==> config.mk <==
export PLATFORM = sky130hd
export DESIGN_NAME = opskip_seq
export DESIGN_NICKNAME = d
export VERILOG_FILES = /design/src/rtl/opskip_pkg.sv /design/src/rtl/opskip_classify.sv /design/src/rtl/opskip_agen.sv /design/src/rtl/opskip_seq.sv
export SDC_FILE = /design/constraint.sdc
export NUM_CORES = 1
export LEC_CHECK = 0
export BUFFER_PORTS_ARGS = -buffer_cell sky130_fd_sc_hd__buf_2
export CAP_MARGIN = 20
export CELL_PAD_IN_SITES_DETAIL_PLACEMENT = 0
export CELL_PAD_IN_SITES_GLOBAL_PLACEMENT = 1
export CORE_MARGIN = 2
export CORE_UTILIZATION = 42
export DETAILED_ROUTE_END_ITERATION = 6
export PLACE_DENSITY = 0.82
export SKIP_LAST_GASP = 1
export SYNTH_ARGS = -nofsm -noshare
export SYNTH_HDL_FRONTEND = slang
export SYNTH_SLANG_ARGS = --single-unit
==> constraint.sdc <==
create_clock -name clk -period 4.4 [get_ports clk]
set_clock_uncertainty 0.05 [all_clocks]
set_input_delay 0.66 -clock clk [delete_from_list [all_inputs] [get_ports clk]]
set_output_delay 0.66 -clock clk [all_outputs]
set_load 0.005 [all_outputs]
==> src/rtl/opskip_pkg.sv <==
package opskip_pkg;

    typedef enum logic [2:0] {
        CLS_NONE,
        CLS_NOP,
        CLS_SKB_IMM,
        CLS_SKB_ZP,
        CLS_SKB_ZPX,
        CLS_SKW_ABS,
        CLS_SKW_ABX,
        CLS_HALT
    } op_cls_e;

    typedef enum logic [2:0] {
        ST_IDLE,
        ST_OP1,
        ST_OP2,
        ST_ZP,
        ST_ZPX,
        ST_EA,
        ST_FIX,
        ST_HALT
    } seq_st_e;

    typedef enum logic [2:0] {
        AS_PC1,
        AS_PC2,
        AS_ZP,
        AS_ZPX,
        AS_EA,
        AS_FIX
    } addr_sel_e;

endpackage

==> src/rtl/opskip_classify.sv <==
module opskip_classify
    import opskip_pkg::*;
(
    input  logic [7:0] op,
    output op_cls_e    cls
);
    logic [3:0] hi_n;
    logic [3:0] lo_n;
    logic       odd_col;

    assign hi_n    = op[7:4];
    assign lo_n    = op[3:0];
    // odd high nibbles except 9 and B: 1,3,5,7,D,F
    assign odd_col = hi_n[0] && (hi_n != 4'h9) && (hi_n != 4'hB);

    always_comb begin
        cls = CLS_NONE;
        unique case (lo_n)
            4'hA: if (odd_col) cls = CLS_NOP;
            4'h2: begin
                if (hi_n[0] || !hi_n[3])
                    cls = CLS_HALT;
                else if (hi_n != 4'hA)
                    cls = CLS_SKB_IMM;
            end
            4'h0: if (hi_n == 4'h8) cls = CLS_SKB_IMM;
            4'h9: if (hi_n == 4'h8) cls = CLS_SKB_IMM;
            4'h4: begin
                if (hi_n == 4'h0 || hi_n == 4'h4 || hi_n == 4'h6)
                    cls = CLS_SKB_ZP;
                else if (odd_col)
                    cls = CLS_SKB_ZPX;
            end
            4'hC: begin
                if (hi_n == 4'h0)
                    cls = CLS_SKW_ABS;
                else if (odd_col)
                    cls = CLS_SKW_ABX;
            end
            default: cls = CLS_NONE;
        endcase
    end
endmodule

==> src/rtl/opskip_agen.sv <==
module opskip_agen
    import opskip_pkg::*;
#(
    parameter int DW = 8,
    localparam int AW = 2 * DW
) (
    input  addr_sel_e       sel,
    input  logic [AW-1:0]   pc,
    input  logic [DW-1:0]   lo,
    input  logic [DW-1:0]   hi,
    input  logic [DW-1:0]   idx,
    output logic [AW-1:0]   addr,
    output logic            page_cy
);
    logic [DW:0]   sum_lo;
    logic [DW-1:0] hi_fix;

    assign sum_lo  = {1'b0, lo} + {1'b0, idx};
    assign page_cy = sum_lo[DW];
    assign hi_fix  = hi + {{(DW-1){1'b0}}, sum_lo[DW]};

    always_comb begin
        unique case (sel)
            AS_PC1:  addr = pc + AW'(1);
            AS_PC2:  addr = pc + AW'(2);
            AS_ZP:   addr = {{DW{1'b0}}, lo};
            AS_ZPX:  addr = {{DW{1'b0}}, sum_lo[DW-1:0]};
            AS_EA:   addr = {hi, sum_lo[DW-1:0]};
            AS_FIX:  addr = {hi_fix, sum_lo[DW-1:0]};
            default: addr = '0;
        endcase
    end
endmodule

==> src/rtl/opskip_seq.sv <==
module opskip_seq
    import opskip_pkg::*;
#(
    parameter int DW = 8,
    parameter int CW = 3,
    localparam int AW = 2 * DW
) (
    input  logic          clk,
    input  logic          rst_n,
    input  logic          start,
    input  logic [7:0]    opcode,
    input  logic [AW-1:0] pc_in,
    input  logic [DW-1:0] x_in,
    input  logic          int_req,
    input  logic [DW-1:0] mem_data,
    output logic          claim,
    output logic          busy,
    output logic          mem_rd,
    output logic [AW-1:0] mem_addr,
    output logic          done,
    output logic [CW-1:0] done_cycles,
    output logic [AW-1:0] pc_out,
    output logic          halted,
    output logic          int_grant
);
    typedef struct packed {
        seq_st_e       st;
        op_cls_e       cls;
        logic [AW-1:0] pc;
        logic [DW-1:0] lo;
        logic [DW-1:0] hi;
        logic [DW-1:0] x;
        logic [CW-1:0] cyc;
        logic          done;
        logic [CW-1:0] done_cyc;
    } seq_regs_t;

    seq_regs_t r_q, r_d;
    op_cls_e   cls_in;
    addr_sel_e sel;
    logic      page_cy;
    logic      idle;

    opskip_classify u_cls (
        .op  (opcode),
        .cls (cls_in)
    );

    opskip_agen #(.DW(DW)) u_agen (
        .sel     (sel),
        .pc      (r_q.pc),
        .lo      (r_q.lo),
        .hi      (r_q.hi),
        .idx     (r_q.x),
        .addr    (mem_addr),
        .page_cy (page_cy)
    );

    assign idle  = (r_q.st == ST_IDLE);
    assign claim = start && idle && (cls_in != CLS_NONE);

    always_comb begin
        unique case (r_q.st)
            ST_OP1:  sel = AS_PC1;
            ST_OP2:  sel = AS_PC2;
            ST_ZP:   sel = AS_ZP;
            ST_ZPX:  sel = AS_ZPX;
            ST_EA:   sel = AS_EA;
            ST_FIX:  sel = AS_FIX;
            default: sel = AS_PC1;
        endcase
    end

    always_comb begin
        logic          fin;
        logic [AW-1:0] len;
        r_d      = r_q;
        r_d.done = 1'b0;
        fin      = 1'b0;
        len      = '0;
        unique case (r_q.st)
            ST_IDLE: begin
                if (claim) begin
                    r_d.cls = cls_in;
                    r_d.pc  = pc_in;
                    r_d.x   = (cls_in == CLS_SKW_ABS) ? '0 : x_in;
                    r_d.cyc = CW'(2);
                    if (cls_in == CLS_HALT) begin
                        r_d.st = ST_HALT;
                        r_d.pc = pc_in + AW'(1);
                    end else begin
                        r_d.st = ST_OP1;
                    end
                end
            end
            ST_OP1: begin
                r_d.lo = mem_data;
                unique case (r_q.cls)
                    CLS_NOP:     begin fin = 1'b1; len = AW'(1); end
                    CLS_SKB_IMM: begin fin = 1'b1; len = AW'(2); end
                    CLS_SKB_ZP, CLS_SKB_ZPX: r_d.st = ST_ZP;
                    default:     r_d.st = ST_OP2;
                endcase
            end
            ST_ZP: begin
                if (r_q.cls == CLS_SKB_ZPX) begin
                    r_d.st = ST_ZPX;
                end else begin
                    fin = 1'b1;
                    len = AW'(2);
                end
            end
            ST_ZPX: begin
                fin = 1'b1;
                len = AW'(2);
            end
            ST_OP2: begin
                r_d.hi = mem_data;
                r_d.st = ST_EA;
            end
            ST_EA: begin
                if (page_cy) begin
                    r_d.st = ST_FIX;
                end else begin
                    fin = 1'b1;
                    len = AW'(3);
                end
            end
            ST_FIX: begin
                fin = 1'b1;
                len = AW'(3);
            end
            ST_HALT: begin
                r_d.st = ST_HALT;
            end
            default: r_d.st = ST_IDLE;
        endcase

        if (fin) begin
            r_d.st       = ST_IDLE;
            r_d.done     = 1'b1;
            r_d.done_cyc = r_q.cyc;
            r_d.pc       = r_q.pc + len;
        end else if (r_q.st != ST_IDLE && r_q.st != ST_HALT) begin
            r_d.cyc = r_q.cyc + CW'(1);
        end
    end

    always_ff @(posedge clk or negedge rst_n) begin
        if (!rst_n) begin
            r_q <= '{st: ST_IDLE, cls: CLS_NONE, default: '0};
        end else begin
            r_q <= r_d;
        end
    end

    assign halted      = (r_q.st == ST_HALT);
    assign busy        = !idle && !halted;
    assign mem_rd      = busy;
    assign done        = r_q.done;
    assign done_cycles = r_q.done_cyc;
    assign pc_out      = r_q.pc;
    assign int_grant   = int_req && idle;

endmodule

# == Yosys cells after proc, flatten, opt, wreduce, memory -nomap -nowiden ==
# Cells that the tools add are included.
# totals
elab_cells,114
input_bits,44
reg_bits,53
# classes
mux,35
n_reduce_logical,29
eq_ne,34
addsub,7
# ops
op,count
$pmux W16 S6,1
$mux W16,3
$mux W3,13
$add A16 B1 Y16 const B,2
$pmux W3 S5,2
$eq A3 B3 Y1 const B,9
$mux W22,1
$eq A3 B2 Y1 const B,6
$pmux W3 S6,1
$add A16 B16 Y16,1
$add A16 B2 Y16 const B,1
$eq A4 B4 Y1 const B,4
$eq A4 B3 Y1 const B,3
$ne A4 B4 Y1 const B,3
$pmux W2 S5,1
$add A8 B8 Y9,1
$eq A3 B1 Y1 const B,3
$ne A3 B3 Y1 const B,3
$add A8 B1 Y8,1
$logic_not A4 Y1,2
$mux W2,4
$mux W8,1
$reduce_or A2 Y1,4
$logic_and A1 B1 Y1,7
other kinds (16),28

# == Depth between registers and ports, before layout ==
# logic_depth
depth_word,12
mapped_depth,15
depth_no_buf,15

# == Modules after synthesis ==
# From an unflattened synthesis, not the netlist that was laid out.
# unflattened
cells_unflattened,499
hier_area_um2,4291.6
# by_module_without_submodules
module,area_per_inst_um2,n_inst,seq_area_each_um2,cells_per_inst
opskip_seq,3032.9,1,1326.3,318
opskip_agen,1091.0,1,0.0,156
opskip_classify,167.7,1,0.0,25

# == Worst setup path before layout ==
# No wires, ideal clock.
# synth_timing
kind,flip-flop to flip-flop
from,register r_q[23] (netlist name)
to,register r_q (netlist bit pc_out[11])
slack_ps,1030
t_arrival_ps,3196
synth_period_minus_slack_ps,3370
stages_incl_launch_ff,15
path_cell_list,dfrtp_1 -> ha_1 -> inv_1 -> fa_1 -> nand2b_1 -> a211o_1 -> a31oi_1 -> nand2_1 -> ha_1 -> a21oi_1 -> nor3_1 -> and2_1 -> a21boi_0 -> a32o_1 -> a211o_1
# synth_via
elab_chain_len,5
# synth_lines
item,line_no,text
from (decl),opskip_seq.sv:38,"seq_regs_t r_q, r_d;"
from (signal assigned),opskip_seq.sv:153,r_q <= r_d;
$add A8 B8 Y9 *,opskip_agen.sv:18,"assign sum_lo = {1'b0, lo} + {1'b0, idx};"
$mux W2 or $mux W1 (tied branches),opskip_seq.sv:122,if (page_cy) begin
$pmux W2 S5 or $pmux W1 S4 (tied branches),opskip_seq.sv:81,unique case (r_q.st)
$add A16 B16 Y16 or $reduce_bool A2 Y1 (tied branches),n/a,
$mux W16 or $reduce_and A2 Y1 (tied branches),n/a,
# Every way passes the cells marked *; elsewhere a longest branch is shown, timed or not.
# A chain may end at the register's enable or synchronous reset.

# == Final worst setup path ==
# layout_timing
from,register r_q[23] (netlist name)
to,output mem_addr[14]
# layout_via
elab_chain_len,3
# layout_lines
item,line_no,text
$add A8 B8 Y9,opskip_agen.sv:18,
$add A8 B1 Y8,opskip_agen.sv:20,"assign hi_fix = hi + {{(DW-1){1'b0}}, sum_lo[DW]};"
$pmux W16 S6,opskip_agen.sv:23,unique case (sel)
to (decl),opskip_seq.sv:19,"output logic [AW-1:0] mem_addr,"
# Every way passes these cells.

==> flow_summary.json <==
{
  "die_h_um": 110,
  "worst_slew_pin_slew_ps": 880,
  "cts_sinks": 53,
  "net-switching-power_mw": 0.220,
  "routed_via_density": 5.94,
  "vdd_ir_drop_max_mv": 0.122,
  "worstSetupEndpointType": "primary output",
  "finalSetupViolations": 0,
  "max_slew_margin_pct": 41.0,
  "initial_antenna_violation_count": 0,
  "drt_first_pass_iters": 7,
  "cts-buffers-inserted": 5,
  "ctsLongestPathBuffers": 2,
  "switch_share_pct": 23.9,
  "final.min_clock_period_ps": 4140,
  "synth_cell_type_count": 78,
  "setup-tns-final_ps": 0,
  "net_count_synth": 655,
  "timing.hold.worst.class": "in2async",
  "power_frac_clock_pct": 38.8,
  "dp_slack_ps": 571,
  "ys_seq_elements": 53,
  "combinationalPowerShare_pct": 8.4,
  "max_stage_delay_ps": 380,
  "initial_core_util_pct": 43.1,
  "die_w_um": 110,
  "synth-edff-count": 0,
  "post_synth_main_area_contributors": "sky130_fd_sc_hd__dfrtp_1 28%, sky130_fd_sc_hd__nand2_1 6.7%, sky130_fd_sc_hd__ha_1 4.3%, sky130_fd_sc_hd__nor2_1 4.2%, sky130_fd_sc_hd__xnor2_1 4.1%",
  "placement.io_buffers": 84,
  "drt.antenna.violating_nets": 0,
  "cts_max_level": 2,
  "finish.net_count": 702,
  "grt_first_pass_wirelength_um": 22100,
  "number_of_global_route_vias_before_repair": 4371,
  "unrepaired_setup_endpoints_after_global_routing": "no",
  "cts-root-buf": "sky130_fd_sc_hd__clkbuf_8",
  "status": "complete, no violations",
  "fmax_mhz": 242,
  "cp.arrival_ps": 3430,
  "final_hold_viol_count": 0,
  "cp_common_cell": "sky130_fd_sc_hd__ha_1",
  "power_per_unit_of_standard_cell_area_mw_per_mm2": 177,
  "required_ps": 3690,
  "cellLeakagePower_nw": 2.37,
  "crit_slowest_cell": "sky130_fd_sc_hd__dfrtp_1",
  "fp.dieArea_mm2": 0.0120,
  "num_vias": 4640,
  "wire_per_inst_um": 17.7,
  "synth_top_area_share_pct": 28.2,
  "cts_resized": 0,
  "report.power.total_mw": 0.922,
  "part_of_the_power_in_registers_pct": 52.8,
  "fp-row-count": 38,
  "async_flop_share_pct": 100,
  "antenna_cells": 0,
  "count_of_synthesis_stage_warnings_from_yosys": 0,
  "crit_path_max_fanout": 4,
  "drt-initial-drc-count": 496,
  "worst_setup_hold_path_clk_slew_ps": 100,
  "tritoncts": "done",
  "crit_type": "reg2out",
  "syn_to_final_growth_pct": 10.7,
  "overflow": 0,
  "final_layout_size_suffix_gt1_share_pct": 20.4,
  "dp_cells": 773,
  "internal_power_mw": 0.702,
  "cts_hold_buf": 0,
  "postSynthAreaPerCell_um2": 7.92,
  "hpwl_um": 10600,
  "synth-seq-area-share_pct": 28.2,
  "final_min_period_over_clock_period_pct": 94.1,
  "drc": 0,
  "worstSetupStartpointType": "flop",
  "synth_top_flop_cell": "sky130_fd_sc_hd__dfrtp_1",
  "core_mm2": 0.0109,
  "cpLargestDelayFamily": "adder cells",
  "global_route.usage.total_pct": 23.5,
  "grt_start_max_net_pins": 54,
  "slew_viol_final": 0,
  "post_cts_buffers": 0,
  "place.gp.congestion": 0.888,
  "num_io_pins": 85,
  "wirelength_um": 13800,
  "cp.buffers_inverters": 2,
  "max_cap_viol_count": 0,
  "critical_path.cell_chain": "ha_1 -> inv_1 -> fa_1 -> nand2b_1 -> a211o_1 -> nand2_1 -> ha_1 -> ha_1 -> and3_1 -> nand3_1 -> xnor2_2 -> o21ai_0 -> a211oi_1 -> a221o_1 -> buf_2",
  "syn-cell-area_mm2": 0.00470,
  "worst_skew_pair.late_latency_ps": 320,
  "synthCells": 593,
  "finish.cell_count_without_fillers": 781,
  "yosys.area.top_type": "sky130_fd_sc_hd__dfrtp_1",
  "final.setup.worst_slack_ps": 261
}
cells by family after synthesis:
logic type	Yosys count	synth area share (%)
and+or+nand+nor	254	26.6
muxes	12	2.77
buffers and inverters	73	7.94
adders and majority gates	18	5.12
DFF	53	28.2
AOI/OAI and AO/OA	145	22.2
xor gates and xnor gates	38	7.09
routing by layer:
| metal | up-vias | track usage (%) | wire length [µm] |
|---|---|---|---|
| met4 | 0 | 8.50 | 351 |
| met2 | 181 | 37.0 | 6260 |
| li1 | 2217 | - | - |
| met5 | - | 0 | 0 |
| met3 | 27 | 3.20 | 879 |
| met1 | 2215 | 33.0 | 6320 |
synth_stat cells, types with 3 or more instances:
cell type and n:
sky130_fd_sc_hd__a211oi_1 9, sky130_fd_sc_hd__nor3_1 21, sky130_fd_sc_hd__inv_1 15, sky130_fd_sc_hd__nor2_1 53, sky130_fd_sc_hd__nand4_1 10, sky130_fd_sc_hd__nor2b_1 4
sky130_fd_sc_hd__nand2b_1 9, sky130_fd_sc_hd__mux2i_1 4, sky130_fd_sc_hd__nor3b_1 4, sky130_fd_sc_hd__ha_1 16, sky130_fd_sc_hd__clkbuf_1 24, sky130_fd_sc_hd__o21ai_0 35
sky130_fd_sc_hd__a21oi_1 19, sky130_fd_sc_hd__mux2_2 8, sky130_fd_sc_hd__o22ai_1 5, sky130_fd_sc_hd__a32o_1 6, sky130_fd_sc_hd__dfrtp_1 53, sky130_fd_sc_hd__and3_1 13
sky130_fd_sc_hd__buf_4 20, sky130_fd_sc_hd__o211ai_1 6, sky130_fd_sc_hd__nand2_1 84, sky130_fd_sc_hd__nand3_1 28, sky130_fd_sc_hd__o221ai_1 6, sky130_fd_sc_hd__xnor2_1 22
sky130_fd_sc_hd__and2_1 7, sky130_fd_sc_hd__a211o_1 8, sky130_fd_sc_hd__buf_2 7, sky130_fd_sc_hd__a31oi_1 9, sky130_fd_sc_hd__a221o_1 4, sky130_fd_sc_hd__or2_2 3
sky130_fd_sc_hd__and4_1 4, sky130_fd_sc_hd__o21a_1 4, sky130_fd_sc_hd__xor2_1 16
registers in the layout, indices dropped and copies added, names as in the netlist:
register	cells
pc_out	16
done_cycles	3
r_q	33
done	1
final timing paths:
kind	startpoint	end	slack [ps]	depth (start not counted)
worst max-delay path	r_q[23]$_DFFE_PN0P_	mem_addr[14]	260	15
worst min register to register	done_cycles[2]$_DFFE_PN0N_	done_cycles[2]$_DFFE_PN0N_	420	2
max in group asynchronous	rst_n	pc_out[8]$_DFFE_PN0P_	3440	2
worst max register to register	r_q[50]$_DFFE_PN0P_	pc_out[8]$_DFFE_PN0P_	440	12
worst min-delay path	rst_n	r_q[29]$_DFFE_PN0P_	400	2
min in group clk	done_cycles[2]$_DFFE_PN0N_	done_cycles[2]$_DFFE_PN0N_	420	2
stage by stage:
step           utilization (%)  hold WS, ps  cell area, µm²
6_report                  47.7          404            5200
2_1_floorplan                -          314            4700
3_3_place_gp              46.6          397            5070
4_1_cts                   47.7          424            5190
3_5_place_dp              46.6          401            5070
5_1_grt                   47.7          449            5200
area by class of cell:
cell class | count | area [µm²]
fillers | 1074 | 5690
multi-input cells | 467 | 3000
flip-flops and latches | 53 | 1330
repair buffers | 95 | 503
well taps | 140 | 175
clock buffers | 6 | 82.6
inverters | 18 | 67.6
clock inverters | 2 | 37.5
power groups by stage:
stage | Clock (mW) | Sequential [mW] | Combinational (mW)
3_5_place_dp | 0 | 0.496 | 0.0782
3_3_place_gp | 0 | 0.496 | 0.0761
5_1_grt | 0.384 | 0.487 | 0.0864
4_1_cts | 0.366 | 0.487 | 0.0784
2_1_floorplan | 0 | 0.496 | 0.0337
6_report | 0.358 | 0.487 | 0.0776
cell usage in the layout (no fill, tap or decap), types with 10 or more instances in the layout:
master | synthesis | routed
sky130_fd_sc_hd__nand3_1 | 28 | 28
sky130_fd_sc_hd__buf_4 | 20 | 11
sky130_fd_sc_hd__nor2_1 | 53 | 53
sky130_fd_sc_hd__nand4_1 | 10 | 10
sky130_fd_sc_hd__o21ai_0 | 35 | 35
sky130_fd_sc_hd__and3_1 | 13 | 13
sky130_fd_sc_hd__nand2_1 | 84 | 84
sky130_fd_sc_hd__inv_1 | 15 | 15
sky130_fd_sc_hd__dfrtp_1 | 53 | 53
sky130_fd_sc_hd__nor3_1 | 21 | 21
sky130_fd_sc_hd__ha_1 | 16 | 16
sky130_fd_sc_hd__xor2_1 | 16 | 16
sky130_fd_sc_hd__buf_2 | 7 | 84
sky130_fd_sc_hd__a21oi_1 | 19 | 19
sky130_fd_sc_hd__xnor2_1 | 22 | 21
Note: power is estimated with default switching activity, not from simulation.
